### src/rtl/negabinPkg.sv
package negabinPkg;

  typedef enum logic {
    GHA_NEG_SUM   = 1'b0,
    GHA_NEG_CARRY = 1'b1
  } ghaVariantE;

  // weight of digit k in radix -2
  function automatic int nbWeight(input int k);
    int w;
    w = 1;
    for (int i = 0; i < k; i++) w = -2 * w;
    return w;
  endfunction

  // value of a digit vector of width w
  function automatic int nbToInt(input logic [31:0] digits, input int w);
    int acc;
    acc = 0;
    for (int i = 0; i < w; i++) begin
      if (digits[i]) acc += nbWeight(i);
    end
    return acc;
  endfunction

  function automatic int nbMaxVal(input int w);
    int acc;
    acc = 0;
    for (int i = 0; i < w; i += 2) acc += nbWeight(i);
    return acc;
  endfunction

  function automatic int nbMinVal(input int w);
    int acc;
    acc = 0;
    for (int i = 1; i < w; i += 2) acc += nbWeight(i);
    return acc;
  endfunction

endpackage

### src/rtl/nbGfaCell.sv
// Full adder with per-input sign. Inputs marked negative are inverted
// before a plain full adder. The outputs are inverted according to how
// many inputs were negative.
module nbGfaCell #(
  parameter logic [2:0] NEG_MASK = 3'b100
) (
  input  logic inA,
  input  logic inB,
  input  logic inC,
  output logic sumBit,
  output logic carryBit
);
  localparam int NEG_COUNT = int'(NEG_MASK[0]) + int'(NEG_MASK[1]) + int'(NEG_MASK[2]);
  localparam logic SUM_INV   = (NEG_COUNT % 2) == 1;
  localparam logic CARRY_INV = NEG_COUNT >= 2;

  logic [2:0] rawIn;
  logic [2:0] adjIn;
  logic       faSum;
  logic       faCarry;

  assign rawIn   = {inC, inB, inA};
  assign adjIn   = rawIn ^ NEG_MASK;
  assign faSum   = ^adjIn;
  assign faCarry = (adjIn[0] & adjIn[1]) | (adjIn[0] & adjIn[2]) | (adjIn[1] & adjIn[2]);

  assign sumBit   = faSum ^ SUM_INV;
  assign carryBit = faCarry ^ CARRY_INV;
endmodule

### src/rtl/nbGhaCell.sv
// Half adder with one positive and one negative input. The variant decides
// which output carries the negative sign.
module nbGhaCell
  import negabinPkg::*;
#(
  parameter ghaVariantE VARIANT = GHA_NEG_CARRY
) (
  input  logic posIn,
  input  logic negIn,
  output logic sumBit,
  output logic carryBit
);
  logic adjPos;
  logic adjNeg;
  logic haSum;

  generate
    if (VARIANT == GHA_NEG_CARRY) begin : gNegCarry
      // invert the positive input: sum positive, carry negative
      assign adjPos = ~posIn;
      assign adjNeg = negIn;
    end else begin : gNegSum
      // invert the negative input: sum negative, carry positive
      assign adjPos = posIn;
      assign adjNeg = ~negIn;
    end
  endgenerate

  assign haSum    = adjPos ^ adjNeg;
  assign sumBit   = ~haSum;
  assign carryBit = adjPos & adjNeg;
endmodule

### src/rtl/nbFullRow.sv
// First carry chain. Each position adds two same-sign digits and a carry
// that arrives with the opposite sign. The sum digits leave this row with
// inverted polarity.
module nbFullRow #(
  parameter int WIDTH = 6
) (
  input  logic [WIDTH-1:0] opA,
  input  logic [WIDTH-1:0] opB,
  output logic [WIDTH-1:0] flipDigits,
  output logic             carryOut
);
  logic [WIDTH:0] chain;

  assign chain[0] = 1'b0;

  generate
    for (genvar k = 0; k < WIDTH; k++) begin : gCell
      nbGfaCell #(.NEG_MASK(3'b100)) uCell (
        .inA     (opA[k]),
        .inB     (opB[k]),
        .inC     (chain[k]),
        .sumBit  (flipDigits[k]),
        .carryBit(chain[k+1])
      );
    end
  endgenerate

  assign carryOut = chain[WIDTH];
endmodule

### src/rtl/nbFixRow.sv
// Second carry chain. It turns the inverted-polarity digits back into
// proper radix -2 form.
module nbFixRow
  import negabinPkg::*;
#(
  parameter int WIDTH = 6
) (
  input  logic [WIDTH-1:0] flipDigits,
  output logic [WIDTH-1:0] sum,
  output logic             carryOut
);
  logic [WIDTH:0] chain;

  assign chain[0] = 1'b0;

  generate
    for (genvar k = 0; k < WIDTH; k++) begin : gCell
      nbGhaCell #(.VARIANT(GHA_NEG_CARRY)) uCell (
        .posIn   (chain[k]),
        .negIn   (flipDigits[k]),
        .sumBit  (sum[k]),
        .carryBit(chain[k+1])
      );
    end
  endgenerate

  assign carryOut = chain[WIDTH];
endmodule

### src/rtl/negabinAdder.sv
module negabinAdder #(
  parameter int WIDTH = 6
) (
  input  logic [WIDTH-1:0] opA,
  input  logic [WIDTH-1:0] opB,
  output logic [WIDTH-1:0] sum,
  output logic             overflow
);
  logic [WIDTH-1:0] flipDigits;
  logic             fullCarry;
  logic             fixCarry;

  nbFullRow #(.WIDTH(WIDTH)) uFullRow (
    .opA       (opA),
    .opB       (opB),
    .flipDigits(flipDigits),
    .carryOut  (fullCarry)
  );

  nbFixRow #(.WIDTH(WIDTH)) uFixRow (
    .flipDigits(flipDigits),
    .sum       (sum),
    .carryOut  (fixCarry)
  );

  // The leftover weight at position WIDTH is (fixCarry - fullCarry)*(-2)^WIDTH.
  // It is nonzero exactly when the two carry-outs differ.
  assign overflow = fullCarry ^ fixCarry;
endmodule

### config.mk
export PLATFORM = sky130hd
export DESIGN_NAME = negabinAdder
export DESIGN_NICKNAME = d
export VERILOG_FILES = /design/src/rtl/negabinPkg.sv /design/src/rtl/nbGfaCell.sv /design/src/rtl/nbGhaCell.sv /design/src/rtl/nbFullRow.sv /design/src/rtl/nbFixRow.sv /design/src/rtl/negabinAdder.sv
export SDC_FILE = /design/constraint.sdc
export NUM_CORES = 1
export LEC_CHECK = 0
export ABC_CLOCK_PERIOD_IN_PS = 5600
export BUFFER_PORTS_ARGS = -buffer_cell sky130_fd_sc_hd__buf_2
export CAP_MARGIN = 40
export CORE_AREA = 2 2 39 41
export DETAILED_ROUTE_END_ITERATION = 10
export DIE_AREA = 0 0 41 43
export PLACE_DENSITY_LB_ADDON = 0.08
export SYNTH_ARGS = -nofsm -noshare
export SYNTH_HDL_FRONTEND = slang
export SYNTH_SLANG_ARGS = --single-unit
### constraint.sdc
create_clock -name vclk -period 5.6
set_input_delay 1.12 -clock vclk [all_inputs]
set_output_delay 1.12 -clock vclk [all_outputs]
set_load 0.01 [all_outputs]
==> Implementation_results.wiki, run 1 <==
{| class="wikitable"
! Metric !! Value
|-
| Outcome || complete, no violations
|-
| Largest driver fanout on the critical path || 1
|-
| Multi-input combinational cell area || 183.9 sq um
|-
| GR Util All Layers || 4.121%
|-
| Number of unique standard cell types used by synthesis || 5
|-
| Starting density of the core || 21.97%
|-
| Final std cell area, no fill || 374.1 sq um
|-
| Post-route worst setup slack || 0.6741 ns
|-
| Endpoint arrival time on the critical path || 3.81 ns
|-
| Routability Congestion || 0.6140
|-
| Initial detailed-routing violation count || 0
|-
| Warnings from Yosys || 0
|-
| Initial antenna violation count || 0
|-
| Worst hold path class || in -> out
|-
| Height of the die || 43 um
|-
| Count of nets left with antenna violations after detail routing || 0
|-
| Cells taking the most area after synthesis || sky130_fd_sc_hd__fa_1, sky130_fd_sc_hd__ha_1, sky130_fd_sc_hd__inv_1
|-
| Cells after synthesis || 38
|-
| Crit path capture type || output pin
|-
| CP Data Required Time || 4.48 ns
|-
| Via density || 3.418
|-
| Num sequential || 0
|-
| Achievable frequency || 203.0 MHz
|-
| Library cell occupying the most area in the post-synthesis netlist || sky130_fd_sc_hd__fa_1
|-
| Final clock period utilization by the worst path || 87.96%
|-
| # diodes || 0
|-
| Post-layout nets || 76
|-
| Die outline width || 41 um
|-
| Half-perimeter wire length of the detailed placement result || 418.5 um
|-
| Start-to-end type of the worst setup path || in -> out
|-
| Buffers on Ports || 19
|-
| Setup violators final || 0
|-
| Filler cell count in the final layout || 165
|-
| Final Max Slew Viols || 0
|-
| Worst Hold Depth || 4
|-
| Leakage power figure || 0.2606 nW
|-
| Power per cell area || 159.3 nW/um^2
|-
| WHS Endpoint || sum[0]
|-
| Transition time at the pin with the least slew margin || 0.1087 ns
|-
| Post-layout total power || 59.59 uW
|-
| Setup TNS after final layout || 0 ns
|-
| Die Area || 1763 sq um
|-
| Count of final hold-check violations || 0
|-
| Cell Area, Synth || 304.0 sq um
|-
| Vias in the first global route || 176
|-
| RSZ-0062 raised after global routing || no
|-
| Cell area after placement || 374.1 sq um
|-
| Headroom to the max-slew limit || 92.73%
|-
| Setup slack after placement || 0.6455 ns
|-
| Startpoint type of the worst setup path || primary input
|-
| Global-route wire length before repair || 558 um
|-
| Total via count after detailed routing || 229
|-
| Seq/Total Area, Yosys || 0%
|-
| Count of maximum capacitance violations || 0
|-
| Total of clock buffers placed in the layout || 0
|-
| Area Overhead vs Synth || 23.05%
|-
| Hold path start || opB[0]
|-
| Final Hold Slack || 2.622 ns
|-
| Total nets after synthesis || 61
|-
| Mean instance size in the synthesized netlist || 8.001 sq um
|-
| Combined flip-flop and latch cell area || 0 sq um
|-
| Largest net degree at the start of global routing || 3
|-
| DRC violations left || 0
|-
| Gates resized, CTS repair || 0
|-
| Fraction of final layout cells with drive strength greater than 1 || 37.25%
|-
| Final critical-path required period || 4.926 ns
|-
| Cts-stage hold buffer count || 0
|-
| Remaining global-route overflow || 0
|-
| WL per Instance || 5.836 um
|-
| Share of the synthesized area in the top cell type || 32.92%
|-
| Detailed Routing Iterations Pass 1 || 1
|-
| Peak supply drop || 0.00005600 V
|-
| Site row count || 14
|-
| # Post-CTS Setup Buffers || 0
|-
| Core outline area || 1384 sq um
|-
| I/O pin count || 19
|-
| Aggregate routed wire length || 391 um
|}
## cells in the final DEF, fill, tap and decap left out
cell type                 n
sky130_fd_sc_hd__buf_2   19
sky130_fd_sc_hd__fa_1     5
sky130_fd_sc_hd__ha_1     6
sky130_fd_sc_hd__inv_1   20
sky130_fd_sc_hd__xor2_1   1
## power by group
group	internal [mW]	total [mW]	switching [mW]	leakage, nW
registers	0	0	0	0
clock network	0	0	0	0
logic	0.0276	0.0596	0.0319	0.261
## Yosys cell counts
| library cell | instances |
|---|---|
| sky130_fd_sc_hd__fa_1 | 5 |
| sky130_fd_sc_hd__inv_1 | 20 |
| sky130_fd_sc_hd__ha_1 | 6 |
| sky130_fd_sc_hd__xor2_1 | 1 |
| sky130_fd_sc_hd__buf_4 | 6 |
## per-stage QoR
stage | cells | utilization, %
after floorplan | 38 | -
after global placement | 67 | 27.03
after detailed placement | 67 | 27.03
after CTS | 67 | 27.03
after global routing | 67 | 27.03
final | 67 | 27.03
## critical path: stages
cell,delay [ns]
sky130_fd_sc_hd__buf_2,0.08
sky130_fd_sc_hd__inv_1,0.03
sky130_fd_sc_hd__ha_1,0.19
sky130_fd_sc_hd__fa_1,0.36
sky130_fd_sc_hd__inv_1,0.07
sky130_fd_sc_hd__fa_1,0.16
sky130_fd_sc_hd__inv_1,0.05
sky130_fd_sc_hd__fa_1,0.37
sky130_fd_sc_hd__fa_1,0.39
sky130_fd_sc_hd__fa_1,0.49
sky130_fd_sc_hd__inv_1,0.04
sky130_fd_sc_hd__ha_1,0.18
sky130_fd_sc_hd__xor2_1,0.15
sky130_fd_sc_hd__buf_2,0.13
## kinds of logic after synthesis
kind of cell               share of synthesized area [%]
xor gates and xnor gates                           2.881
adders and majority gates                          57.61
buffers and inverters                              39.50
## layout make-up
class	instances	area share (%)
Multi-Input combinational cell	12	49.16
Timing Repair Buffer	19	25.42
Inverter	20	20.07
Tap cell	16	5.351
## metal layers
| layer | track usage, % | share of wire, % | up-vias | routed length (um) |
|---|---|---|---|---|
| met1 | 5.161 | 38 | 101 | 147 |
| met4 | 0 | 0 | 0 | 0 |
| met3 | 0 | 6.9 | 0 | 27 |
| met5 | 0 | 0 | - | 0 |
| li1 | - | - | 121 | - |
| met2 | 7.813 | 55 | 7 | 216 |
## worst max path at each step
stage / slack, ns / from / depth (start not counted) / end
floorplan: 0.87 / opA[0] / 12 / overflow
global placement: 0.64 / opA[0] / 14 / overflow
detailed placement: 0.65 / opA[0] / 14 / overflow
CTS: 0.64 / opA[0] / 14 / overflow
global route: 0.56 / opA[0] / 14 / overflow
finish: 0.67 / opA[0] / 14 / overflow
(Power assumes the default switching activity.)
==> run 2: changes to the inputs <==
SYNTH_HIERARCHICAL = 1   (was default)
==> Implementation_results.wiki, run 2 <==
{| class="wikitable"
! Metric !! Value
|-
| Outcome || complete, no violations
|-
| Peak supply drop || 0.00006811 V (+22%)
|-
| Count of final hold-check violations || 0 (unchanged)
|-
| Setup slack after placement || 0.6191 ns (-0.02637 ns)
|-
| Final critical-path required period || 4.953 ns (+0.02676 ns)
|-
| Number of unique standard cell types used by synthesis || 5 (unchanged)
|-
| WL per Instance || 4.959 um (-15%)
|-
| Cells after synthesis || 39 (+2.6%)
|-
| I/O pin count || 19 (unchanged)
|-
| Achievable frequency || 201.9 MHz (-0.54%)
|-
| Half-perimeter wire length of the detailed placement result || 400.1 um (-4.4%)
|-
| Top cells by instance count after synthesis || sky130_fd_sc_hd__inv_1, sky130_fd_sc_hd__fa_1, sky130_fd_sc_hd__ha_1
|-
| Library cell occupying the most area in the post-synthesis netlist || sky130_fd_sc_hd__fa_1
|-
| Commonest cells after routing, fill and taps aside || sky130_fd_sc_hd__inv_1, sky130_fd_sc_hd__buf_2, sky130_fd_sc_hd__ha_1, sky130_fd_sc_hd__fa_1, sky130_fd_sc_hd__conb_1
|-
| Post-route worst setup slack || 0.6473 ns (-0.02676 ns)
|-
| Remaining global-route overflow || 0 (unchanged)
|-
| Cells taking the most area after synthesis || sky130_fd_sc_hd__fa_1, sky130_fd_sc_hd__inv_1, sky130_fd_sc_hd__ha_1
|-
| Detailed Routing Iterations Pass 1 || 1 (unchanged)
|-
| Num sequential || 0 (unchanged)
|-
| Via density || 3.365 (-1.6%)
|-
| Post-layout nets || 84 (+11%)
|-
| DRC violations left || 0 (unchanged)
|-
| Global-route wire length before repair || 786 um (+41%)
|-
| Starting density of the core || 21.79% (-0.18 points)
|-
| Xor/xnor cell area share of the yosys netlist || 2.905% (+0.024 points)
|-
| Setup TNS after final layout || 0 ns (unchanged)
|-
| Seq/Total Area, Yosys || 0% (unchanged)
|-
| Total of clock buffers placed in the layout || 0 (unchanged)
|-
| Vias in the first global route || 229 (+30%)
|-
| Synthesized-area fraction occupied by adder cells || 64.73% (+7.1 points)
|-
| CP Data Required Time || 4.48 ns (about the same)
|-
| Buffers on Ports || 19 (unchanged)
|-
| Cell Area, Synth || 301.5 sq um (-0.82%)
|-
| Fraction of final layout cells with drive strength greater than 1 || 32.76% (-4.5 points)
|-
| Cell with the most instances after synthesis || sky130_fd_sc_hd__inv_1
|-
| GR Util All Layers || 5.835% (+1.7 points)
|-
| Mux share of post-synthesis cell area || 0% (unchanged)
|-
| Die outline width || 41 um (unchanged)
|-
| # diodes || 0 (unchanged)
|-
| Largest net degree at the start of global routing || 2 (-1)
|-
| Crit path capture type || output pin
|-
| Core outline area || 1384 sq um (unchanged)
|-
| Gates resized, CTS repair || 0 (unchanged)
|-
| Start-to-end type of the worst setup path || in -> out
|-
| Aggregate routed wire length || 367 um (-6.1%)
|-
| Area Overhead vs Synth || 38.17%
|-
| Warnings from Yosys || 6 (+6)
|-
| Largest driver fanout on the critical path || 1 (unchanged)
|-
| Total via count after detailed routing || 249 (+8.7%)
|-
| Height of the die || 43 um (unchanged)
|-
| Total nets after synthesis || 63 (+3.3%)
|-
| Die Area || 1763 sq um (unchanged)
|-
| Initial detailed-routing violation count || 0 (unchanged)
|-
| Site row count || 14 (unchanged)
|-
| Worst hold path class || in -> out
|-
| Setup violators final || 0 (unchanged)
|-
| Compound-Gate Fraction of Synth Area || 0% (unchanged)
|-
| Startpoint type of the worst setup path || primary input
|-
| Cts-stage hold buffer count || 0 (unchanged)
|-
| Power per cell area || 161.2 nW/um^2 (+1.2%)
|-
| Leakage power figure || 0.2831 nW (+8.6%)
|-
| Initial antenna violation count || 0 (unchanged)
|-
| Final Max Slew Viols || 0 (unchanged)
|-
| Final clock period utilization by the worst path || 88.44% (+0.48 points)
|-
| Most common library cell in the layout ignoring fill and taps || sky130_fd_sc_hd__inv_1
|-
| Count of nets left with antenna violations after detail routing || 0 (unchanged)
|-
| Routability Congestion || 0.5568 (-9.3%)
|-
| Share of the synthesized area in the top cell type || 39.83% (+6.9 points)
|-
| RSZ-0062 raised after global routing || no
|-
| Dominant combinational cell family by area after synthesis || adder cells
|-
| Simple logic cell fraction of the synthesized area || 0% (unchanged)
|-
| Count of maximum capacitance violations || 0 (unchanged)
|-
| Endpoint arrival time on the critical path || 3.83 ns (+0.02 ns)
|-
| Mean instance size in the synthesized netlist || 7.732 sq um (-3.4%)
|-
| Combined flip-flop and latch cell area || 0 sq um (unchanged)
|-
| # Post-CTS Setup Buffers || 0 (unchanged)
|}
-- run 2: cells by family after synthesis --
group,count (synthesis)
xor gates and xnor gates,1
adders and majority gates,12
other,2
buffers and inverters,24
-- run 2: final cells by class --
type	instances	area, sq um
tap	16	20.02
inverter	24	90.09
fill	171	967.2
timing repair buffer	19	95.09
multi-input combinational	15	211.5
-- run 2: per-layer routing --
metal / vias up / part of all wire [%] / track usage [%] / wire length, um
met4: 0 / 0 / 0 / 0
met5: - / 0 / 0 / 0
met1: 109 / 38 / 6.796 / 138
met3: 0 / 7.6 / 0.5236 / 28
li1: 133 / - / - / -
met2: 7 / 54 / 11.25 / 200
-- run 2: power breakdown --
| part | leakage, nW | total [mW] | switching (mW) | internal, mW |
|---|---|---|---|---|
| combinational | 0.283 | 0.0672 | 0.0363 | 0.0308 |
| sequential | 0 | 0 | 0 | 0 |
| clock | 0 | 0 | 0 | 0 |
| total | 0.283 | 0.0672 | 0.0363 | 0.0308 |
-- run 2: final timing paths --
path / startpoint / cells past startpoint / to
max: opA[0] / 16 / overflow
min: opB[5] / 4 / overflow
-- run 2: critical path: stages --
cell and delay (ns):
sky130_fd_sc_hd__buf_2 0.11, sky130_fd_sc_hd__fa_1 0.40, sky130_fd_sc_hd__inv_1 0.07, sky130_fd_sc_hd__fa_1 0.15, sky130_fd_sc_hd__inv_1 0.04, sky130_fd_sc_hd__fa_1 0.35, sky130_fd_sc_hd__inv_1 0.07, sky130_fd_sc_hd__fa_1 0.15
sky130_fd_sc_hd__inv_1 0.05, sky130_fd_sc_hd__fa_1 0.35, sky130_fd_sc_hd__inv_1 0.08, sky130_fd_sc_hd__fa_1 0.40, sky130_fd_sc_hd__inv_1 0.06, sky130_fd_sc_hd__ha_1 0.15, sky130_fd_sc_hd__xor2_1 0.13, sky130_fd_sc_hd__buf_2 0.14
-- run 2: metrics by stage --
step	power, mW	hold slack (ns)	instances	util [%]	cell area [sq um]
after floorplan	0.04121	2.489	39	-	301.5
after global placement	0.07041	2.726	74	30.11	416.7
after detailed placement	0.07009	2.705	74	30.11	416.7
after CTS	0.07035	2.704	74	30.11	416.7
after global routing	0.08353	2.729	74	30.11	416.7
final	0.06716	2.694	74	30.11	416.7
==> run 3: changes to the inputs <==
PLACE_DENSITY = 0.47   (was default)
PLACE_DENSITY_LB_ADDON = default   (was 0.08)
==> Implementation_results.wiki, run 3 (synthesis results as in run 2) <==
{| class="wikitable"
! Metric !! Value
|-
| Outcome || complete, no violations
|-
| RSZ-0062 raised after global routing || no
|-
| Most common library cell in the layout ignoring fill and taps || sky130_fd_sc_hd__inv_1
|-
| Count of final hold-check violations || 0 (unchanged)
|-
| Worst hold path class || in -> out
|-
| Initial antenna violation count || 0 (unchanged)
|-
| Gates resized, CTS repair || 0 (unchanged)
|-
| Num sequential || 0 (unchanged)
|-
| Cts-stage hold buffer count || 0 (unchanged)
|-
| Fraction of final layout cells with drive strength greater than 1 || 32.76% (unchanged)
|-
| Total via count after detailed routing || 249 (unchanged)
|-
| Total of clock buffers placed in the layout || 0 (unchanged)
|-
| Count of maximum capacitance violations || 0 (unchanged)
|-
| Vias in the first global route || 197 (-14%)
|-
| Leakage power figure || 0.2831 nW (unchanged)
|-
| Largest net degree at the start of global routing || 2 (unchanged)
|-
| Power per cell area || 162.4 nW/um^2 (+0.77%)
|-
| Height of the die || 43 um (unchanged)
|-
| Half-perimeter wire length of the detailed placement result || 438.6 um (+9.6%)
|-
| Final std cell area, no fill || 416.7 sq um (unchanged)
|-
| Startpoint type of the worst setup path || primary input
|-
| Combined flip-flop and latch cell area || 0 sq um (unchanged)
|-
| Crit path capture type || output pin
|-
| Final Max Slew Viols || 0 (unchanged)
|-
| Final clock period utilization by the worst path || 88.51% (about the same)
|-
| Multi-input combinational cell area || 211.5 sq um (unchanged)
|-
| WL per Instance || 5.473 um (+10%)
|-
| Endpoint arrival time on the critical path || 3.84 ns (about the same)
|-
| Post-layout nets || 84 (unchanged)
|-
| Aggregate routed wire length || 405 um (+10%)
|-
| Final critical-path required period || 4.957 ns (+0.004067 ns)
|-
| Remaining global-route overflow || 0 (unchanged)
|-
| GR Util All Layers || 5.247% (-0.59 points)
|-
| Worst stage delay on the critical path || 0.40 ns (about the same)
|-
| Setup TNS after final layout || 0 ns (unchanged)
|-
| Cell with the biggest individual delay on the critical path || sky130_fd_sc_hd__fa_1
|-
| Largest driver fanout on the critical path || 1 (unchanged)
|-
| Die outline width || 41 um (unchanged)
|-
| Via density || 3.365 (unchanged)
|-
| Filler cell count in the final layout || 162 (-5.3%)
|-
| Cell area after placement || 416.7 sq um (unchanged)
|-
| Start-to-end type of the worst setup path || in -> out
|-
| I/O pin count || 19 (unchanged)
|-
| Commonest cells after routing, fill and taps aside || sky130_fd_sc_hd__inv_1, sky130_fd_sc_hd__buf_2, sky130_fd_sc_hd__ha_1, sky130_fd_sc_hd__fa_1, sky130_fd_sc_hd__conb_1
|-
| Routability Congestion || 0.5702 (+2.4%)
|-
| DRC violations left || 0 (unchanged)
|-
| # diodes || 0 (unchanged)
|-
| Area Overhead vs Synth || 38.17% (unchanged)
|-
| Achievable frequency || 201.7 MHz (about the same)
|-
| Buffers on Ports || 19 (unchanged)
|-
| Initial detailed-routing violation count || 0 (unchanged)
|-
| Starting density of the core || 21.79% (unchanged)
|-
| Ordered list of cells on the worst path || buf_2 -> fa_1 -> inv_1 -> fa_1 -> inv_1 -> fa_1 -> inv_1 -> fa_1 -> inv_1 -> fa_1 -> inv_1 -> fa_1 -> inv_1 -> ha_1 -> xor2_1 -> buf_2
|-
| CP Data Required Time || 4.48 ns (about the same)
|-
| Final cell utilization of the core || 30.11% (unchanged)
|-
| Die Area || 1763 sq um (unchanged)
|-
| # Post-CTS Setup Buffers || 0 (unchanged)
|-
| Peak supply drop || 0.00005919 V (-13%)
|-
| Setup violators final || 0 (unchanged)
|-
| Count of nets left with antenna violations after detail routing || 0 (unchanged)
|-
| Detailed Routing Iterations Pass 1 || 1 (unchanged)
|-
| Global-route wire length before repair || 696 um (-11%)
|-
| Core outline area || 1384 sq um (unchanged)
|-
| Site row count || 14 (unchanged)
|}
-- run 3: routing by layer --
| layer | vias up | routed length (um) | GRT usage [%] |
|---|---|---|---|
| met5 | - | 0 | 0 |
| met4 | 0 | 0 | 0 |
| met1 | 107 | 168 | 7.190 |
| met3 | 0 | 32 | 0 |
| li1 | 133 | - | - |
| met2 | 9 | 204 | 9.375 |
-- run 3: power by group --
part	total, mW	internal, mW	switching [mW]
logic	0.0677	0.0311	0.0366
registers	0	0	0
clock network	0	0	0
total	0.0677	0.0311	0.0366
-- run 3: metrics by stage --
step	instances	setup slack (ns)	hold slack, ns	power, mW
floorplan	39	0.8784	2.489	0.04121
global placement	74	0.6403	2.687	0.06920
detailed placement	74	0.6066	2.693	0.06999
CTS	74	0.6022	2.694	0.07041
global route	74	0.4201	2.720	0.08240
finish	74	0.6432	2.687	0.06768
-- run 3: worst max-delay path, delay by kind of cell --
kind / cells / cell delay [ns]
buffers and inverters: 8 / 0.63
adders and majority gates: 7 / 1.96
xor gates and xnor gates: 1 / 0.13
-- run 3: final timing paths --
check   start       end  cells after the start
min    opB[5]  overflow                      4
max    opA[0]  overflow                     16
-- run 3: layout make-up --
| class | instances | share of cell area (%) |
|---|---|---|
| tap | 16 | 4.805 |
| multi-input combinational | 15 | 50.75 |
| inverter | 24 | 21.62 |
| timing repair buffer | 19 | 22.82 |
